[src/rtl/kmul_pkg.sv]
package kmul_pkg;
    localparam int HALF_W = 16;
    localparam int WORD_W = 2 * HALF_W;
    localparam int PROD_W = 2 * WORD_W;
    localparam int MID_W  = WORD_W + 2;

    typedef enum logic [2:0] {
        S_IDLE,
        S_HIHI,
        S_LOLO,
        S_CROSS,
        S_FIN
    } kstate_t;
endpackage

[src/rtl/kmul_absdiff.sv]
module kmul_absdiff #(
    parameter int W = 16
) (
    input  logic [W-1:0] upper,
    input  logic [W-1:0] lower,
    output logic [W-1:0] mag,
    output logic         upper_ge
);
    always_comb begin
        upper_ge = (upper >= lower);
        if (upper_ge) begin
            mag = upper - lower;
        end else begin
            mag = lower - upper;
        end
    end
endmodule

[src/rtl/kmul_mult.sv]
module kmul_mult #(
    parameter int W = 16
) (
    input  logic [W-1:0]   fa,
    input  logic [W-1:0]   fb,
    output logic [2*W-1:0] pr
);
    always_comb begin
        pr = (2*W)'(fa) * (2*W)'(fb);
    end
endmodule

[src/rtl/kmul_merge.sv]
module kmul_merge #(
    parameter int HW = 16
) (
    input  logic [2*HW-1:0] p_hh,
    input  logic [2*HW-1:0] p_ll,
    input  logic [2*HW-1:0] p_x,
    input  logic            same_dir,
    output logic [2*HW-1:0] res_hi,
    output logic [2*HW-1:0] res_lo
);
    localparam int WW = 2 * HW;
    localparam int MW = WW + 2;
    localparam int PW = 2 * WW;

    logic [MW-1:0] base_sum;
    logic [MW-1:0] mid;
    logic [PW-1:0] full;

    always_comb begin
        base_sum = MW'(p_hh) + MW'(p_ll);
        if (same_dir) begin
            mid = base_sum - MW'(p_x);
        end else begin
            mid = base_sum + MW'(p_x);
        end
        full   = {p_hh, p_ll} + (PW'(mid) << HW);
        res_hi = full[PW-1:WW];
        res_lo = full[WW-1:0];
    end
endmodule

[src/rtl/karat_mul.sv]
module karat_mul
    import kmul_pkg::*;
(
    input  logic              clk,
    input  logic              rst_n,
    input  logic              start,
    input  logic [WORD_W-1:0] opx,
    input  logic [WORD_W-1:0] opy,
    output logic              busy,
    output logic              done,
    output logic [WORD_W-1:0] prod_hi,
    output logic [WORD_W-1:0] prod_lo
);
    kstate_t state_q, state_d;

    logic [WORD_W-1:0] opx_q, opy_q;
    logic [WORD_W-1:0] p_hh_q, p_ll_q;

    // halves: index 0 = first operand, 1 = second operand
    logic [HALF_W-1:0] up_h [2];
    logic [HALF_W-1:0] lo_h [2];
    logic [HALF_W-1:0] mag  [2];
    logic              ge   [2];

    assign up_h[0] = opx_q[WORD_W-1:HALF_W];
    assign lo_h[0] = opx_q[HALF_W-1:0];
    assign up_h[1] = opy_q[WORD_W-1:HALF_W];
    assign lo_h[1] = opy_q[HALF_W-1:0];

    for (genvar g = 0; g < 2; g++) begin : g_diff
        kmul_absdiff #(.W(HALF_W)) u_diff (
            .upper    (up_h[g]),
            .lower    (lo_h[g]),
            .mag      (mag[g]),
            .upper_ge (ge[g])
        );
    end

    logic [HALF_W-1:0] mul_a, mul_b;
    logic [WORD_W-1:0] mul_p;

    always_comb begin
        unique case (state_q)
            S_HIHI: begin
                mul_a = up_h[0];
                mul_b = up_h[1];
            end
            S_LOLO: begin
                mul_a = lo_h[0];
                mul_b = lo_h[1];
            end
            S_CROSS: begin
                mul_a = mag[0];
                mul_b = mag[1];
            end
            default: begin
                mul_a = '0;
                mul_b = '0;
            end
        endcase
    end

    kmul_mult #(.W(HALF_W)) u_mult (
        .fa (mul_a),
        .fb (mul_b),
        .pr (mul_p)
    );

    logic [WORD_W-1:0] mrg_hi, mrg_lo;

    kmul_merge #(.HW(HALF_W)) u_merge (
        .p_hh     (p_hh_q),
        .p_ll     (p_ll_q),
        .p_x      (mul_p),
        .same_dir (ge[0] == ge[1]),
        .res_hi   (mrg_hi),
        .res_lo   (mrg_lo)
    );

    // next-state logic
    always_comb begin
        state_d = state_q;
        unique case (state_q)
            S_IDLE:  if (start) state_d = S_HIHI;
            S_HIHI:  state_d = S_LOLO;
            S_LOLO:  state_d = S_CROSS;
            S_CROSS: state_d = S_FIN;
            S_FIN:   state_d = S_IDLE;
            default: state_d = S_IDLE;
        endcase
    end

    // state register
    always_ff @(posedge clk or negedge rst_n) begin
        if (!rst_n) begin
            state_q <= S_IDLE;
        end else begin
            state_q <= state_d;
        end
    end

    // datapath and output registers
    always_ff @(posedge clk or negedge rst_n) begin
        if (!rst_n) begin
            opx_q   <= '0;
            opy_q   <= '0;
            p_hh_q  <= '0;
            p_ll_q  <= '0;
            prod_hi <= '0;
            prod_lo <= '0;
        end else begin
            unique case (state_q)
                S_IDLE: begin
                    if (start) begin
                        opx_q <= opx;
                        opy_q <= opy;
                    end
                end
                S_HIHI:  p_hh_q <= mul_p;
                S_LOLO:  p_ll_q <= mul_p;
                S_CROSS: begin
                    prod_hi <= mrg_hi;
                    prod_lo <= mrg_lo;
                end
                default: ;
            endcase
        end
    end

    assign busy = (state_q != S_IDLE);
    assign done = (state_q == S_FIN);
endmodule

[config.mk]
export PLATFORM = sky130hd
export DESIGN_NAME = karat_mul
export DESIGN_NICKNAME = d
export VERILOG_FILES = /design/src/rtl/kmul_pkg.sv /design/src/rtl/kmul_absdiff.sv /design/src/rtl/kmul_mult.sv /design/src/rtl/kmul_merge.sv /design/src/rtl/karat_mul.sv
export SDC_FILE = /design/constraint.sdc
export NUM_CORES = 1
export LEC_CHECK = 0
export ABC_AREA = 1
export BUFFER_PORTS_ARGS = -buffer_cell sky130_fd_sc_hd__buf_4
export CELL_PAD_IN_SITES_DETAIL_PLACEMENT = 1
export CELL_PAD_IN_SITES_GLOBAL_PLACEMENT = 2
export CORE_UTILIZATION = 33
export DETAILED_ROUTE_END_ITERATION = 10
export PLACE_DENSITY = 0.84
export SYNTH_ARGS = -nofsm -noshare
export SYNTH_HDL_FRONTEND = slang
export SYNTH_SLANG_ARGS = --single-unit
[constraint.sdc]
create_clock -name clk -period 10.5 [get_ports clk]
set_clock_uncertainty 0.2 [all_clocks]
set_input_delay 1.05 -clock clk [delete_from_list [all_inputs] [get_ports clk]]
set_output_delay 1.05 -clock clk [all_outputs]
set_load 0.005 [all_outputs]
==> impl_metrics.tcl <==
set metrics [dict create \
    status "finished, violations left" \
    violations "setup timing" \
    yosys.area.top_type_share_pct 17.59 \
    ios 133 \
    detail_route.wl_per_cell_um 21.17 \
    cell_area_after_synthesis_um2 27740 \
    n_fill_cell 10140 \
    top_metal_layer_carrying_routed_signals "met5" \
    critical-path-slowest-cell "fa_1" \
    finalSetupViolCount 33 \
    category_of_the_worst_setup_path_capture_point "register" \
    first_pass_detailed_route_iteration_total 6 \
    antennaDiodeCount 0 \
    synthDominantAreaCellType "dfrtp_1" \
    die_width_um 291.9 \
    postLayoutCellArea_um2 42130 \
    drcViolationCount 0 \
    critical_path_peak_fanout 7 \
    library_cell_appearing_most_often_on_the_critical_path "inv_2" \
    design.final.nets 5564 \
    start_kind "register" \
    die_y_um 291.9 \
    synth_top_flop_cell "dfrtp_1" \
    placeableCoreArea_um2 82640 \
    setup_repair_after_global_routing_missed_its_margin "true" \
    synth_cells 4015 \
    synth_edf_count 0 \
    grt_start_max_net_pins 87 \
    ctsRootBufferMaster "clkbuf_16" \
    grt_pass1_vias 33350 \
    ys_seq_area_share_pct 17.59 \
    worstPathRequired_ps 10730 \
    synth_fp_nets 4557 \
    period_minus_ws_final_ps 11230 \
    timing.final.ws_setup_ps -733.0 \
    fmax_ghz 0.08902 \
    placement.setup.worst_slack_ps -1268 \
    routed-via-count 31250 \
    postSynthRegisterBits 195 \
    grt_first_pass_wirelength_mm 189.5 \
    synth.lib_cells_used.distinct 60 \
    yosys-top-cells-area "dfrtp_1 (18%), fa_1 (15%), nand2_1 (14%), ha_1 (12%), inv_1 (9.8%)" \
    first_iter_violations 1568 \
    ctsHoldBuffers 0 \
    grt.total_usage_pct 28.60 \
    hold_path_class "in -> async" \
    dr_wl_met2_mm 62.93 \
    max-cap-violations 0 \
    gp_congestion 0.9661 \
    numClockSinks 195 \
    post_synth.cell_area_avg_um2 6.909 \
    cts-buffers-inserted 17 \
    antenna_found_initial 2 \
    globalRoute.totalOverflow 0 \
    worstMarginPinSlew_ps 828.5 \
    placement_rows 105 \
    setup_total_negative_slack_ps -17300 \
    numPortBuffers 132 \
    ctsLongestPathBuffers 2 \
    detail_route.wirelength.met1_mm 56.11 \
    hold_viol 0 \
    post-dp-hpwl_mm 98.63 \
    dpl_cell_area_um2 35660 \
    max_stage_delay_ps 550 \
    register_clock_pin_slew_on_the_reported_worst_setup_and_hold_paths_ps 100 \
    area_enclosed_by_the_die_boundary_um2 85230 \
    max-slew-margin-rel_pct 44.77 \
    drive_above_1_share_pct 38.87 \
    route.antenna.remaining_nets 0 \
    postSynth.asyncResetShare_pct 100.0 \
    ys.warnings.count 0 \
    setup.worst_path.class "reg -> reg" \
    arrival_ps 11460 \
    htree_num_levels 4 \
    maxSlewViolCount 0 \
    layout-area-overhead-vs-synth_pct 51.87 \
    via_per_inst 5.119 \
    detail_route.wirelength_mm 129.2 \
    initial_core_util_pct 33.57 \
    final.period_utilization_pct 107.0 \
    clk-insertion-delay-late_ps 540 \
    clock_tree_from_tritoncts "yes" \
    detailroute.wirelength.met3_mm 5.162 \
]
[critical path: cells and delay by family, from the launching register on]
| kind | cells | cell delay, ps |
|---|---|---|
| AO/OA/AOI/OAI | 11 | 1930 |
| XOR/XNOR | 1 | 160 |
| adder cells (fa/ha/maj) | 10 | 3740 |
| buffers and inverters | 23 | 2150 |
| flip-flops | 1 | 420 |
| AND/OR/NAND/NOR | 22 | 2500 |
[worst paths after layout]
check,from,to,slack (ps),depth (start not counted)
hold / removal,rst_n,opy_q[13],270,1
setup / recovery,opy_q[23],prod_hi[30],-730,67
hold reg to reg,prod_lo[16],prod_lo[16],280,2
min in group clk,prod_lo[16],prod_lo[16],280,2
setup reg to reg,opy_q[23],prod_hi[30],-730,67
max in group asynchronous,rst_n,p_ll_q[24],8500,2
[layout by cell type, fill, tap and decap left out, types with 10 or more instances in the layout]
cell type / instances
o21a_1: 11
fa_1: 180
fa_2: 21
xnor2_1: 31
xor2_4: 10
nand3_4: 15
a21oi_4: 28
a21o_1: 19
a21oi_1: 180
inv_1: 633
nor3_1: 23
nand2_1: 839
nand4_1: 28
o21bai_1: 17
nor2_2: 47
ha_4: 70
o21ai_2: 33
xor2_1: 79
xor2_2: 14
buf_12: 20
a21oi_2: 64
nand2_4: 70
nor2_4: 52
a31oi_1: 12
o21ai_0: 160
o22ai_1: 24
nand3_1: 113
clkbuf_16: 17
nor2_1: 254
dfrtp_1: 194
o21ai_1: 39
nor3_2: 12
inv_2: 113
nand3_2: 52
nand3b_1: 12
ha_1: 197
buf_4: 969
nand2_2: 155
o211ai_1: 11
buf_6: 78
[metrics by stage]
step	cells	hold slack (ps)	util (%)
finish	6105	273.0	50.98
global route	6105	306.9	50.98
CTS	6040	285.8	47.91
detailed placement	5917	265.0	43.16
global placement	5917	257.8	43.16
floorplan	4015	265.4	-
[cells by family (layout without fill, tap and decap cells)]
logic type | count (synthesis) | in the layout | share of synthesized area (%)
multiplexers | 2 | 2 | 0.08118
flip-flops | 195 | 195 | 17.59
AND/OR/NAND/NOR | 1707 | 1707 | 25.69
XOR/XNOR | 143 | 143 | 4.583
adder cells (fa/ha/maj) | 475 | 475 | 26.86
AO/OA/AOI/OAI | 649 | 650 | 13.16
buffers and inverters | 844 | 1863 | 12.03
[cell type report]
| cell class | count | area, um2 | share of cell area, % |
|---|---|---|---|
| inverter | 754 | 2861 | 6.792 |
| clock inverter | 15 | 215.2 | 0.5108 |
| tap | 1070 | 1339 | 3.178 |
| clock buffer | 17 | 425.4 | 1.010 |
| timing repair inverter | 2 | 17.52 | 0.04158 |
| sequential | 195 | 4881 | 11.59 |
| multi-input combinational | 2977 | 23690 | 56.22 |
| timing repair buffer | 1075 | 8703 | 20.66 |
[cell usage after synthesis, types with 3 or more instances]
master        n
nor4_1        9
nand3_2       6
and2_1        6
a21oi_1     265
a31oi_1      18
a211oi_1      3
o21a_1       12
o21ai_1      22
o221ai_2      4
nor2_1      335
inv_2        30
fa_1        201
inv_1       721
o2111ai_1     3
a21o_1       19
buf_4        10
or2_1         3
a21boi_0      9
buf_2        20
nand3b_1     12
clkbuf_1     42
o22ai_1      24
buf_1         4
nand2_2      41
xor2_1      102
nand4_1      28
dfrtp_1     195
nand3_1     173
a22oi_1       4
o211ai_1     11
nand2_1    1023
xnor2_1      40
o21bai_1     22
ha_1        274
nor2_4        4
nor3_1       42
buf_6        14
a21oi_2       5
or2_2         4
nor2_2       14
o21ai_0     214
[sequential cells by signal, indices dropped and copies added, names as in the netlist]
register	cells
opy_q	32
prod_lo	32
prod_hi	32
p_hh_q	32
p_ll_q	32
opx_q	32
state_q	3
[routing by layer]
metal | up-vias | track usage, %
li1 | 14630 | -
met1 | 15640 | 37.15
met2 | 752 | 49.83
met3 | 229 | 2.870
met4 | 2 | 8.511
met5 | - | 0
[what timing repair did]
item	in CTS	in global routing
gates cloned	3	2
gates resized for setup	606	486
setup buffers	91	66
setup endpoints to repair	34	38
pin swaps	216	295
Power is left out: the tool's default activity adds up to more than one toggle a clock period on the data nets, which glitch-free logic cannot reach.
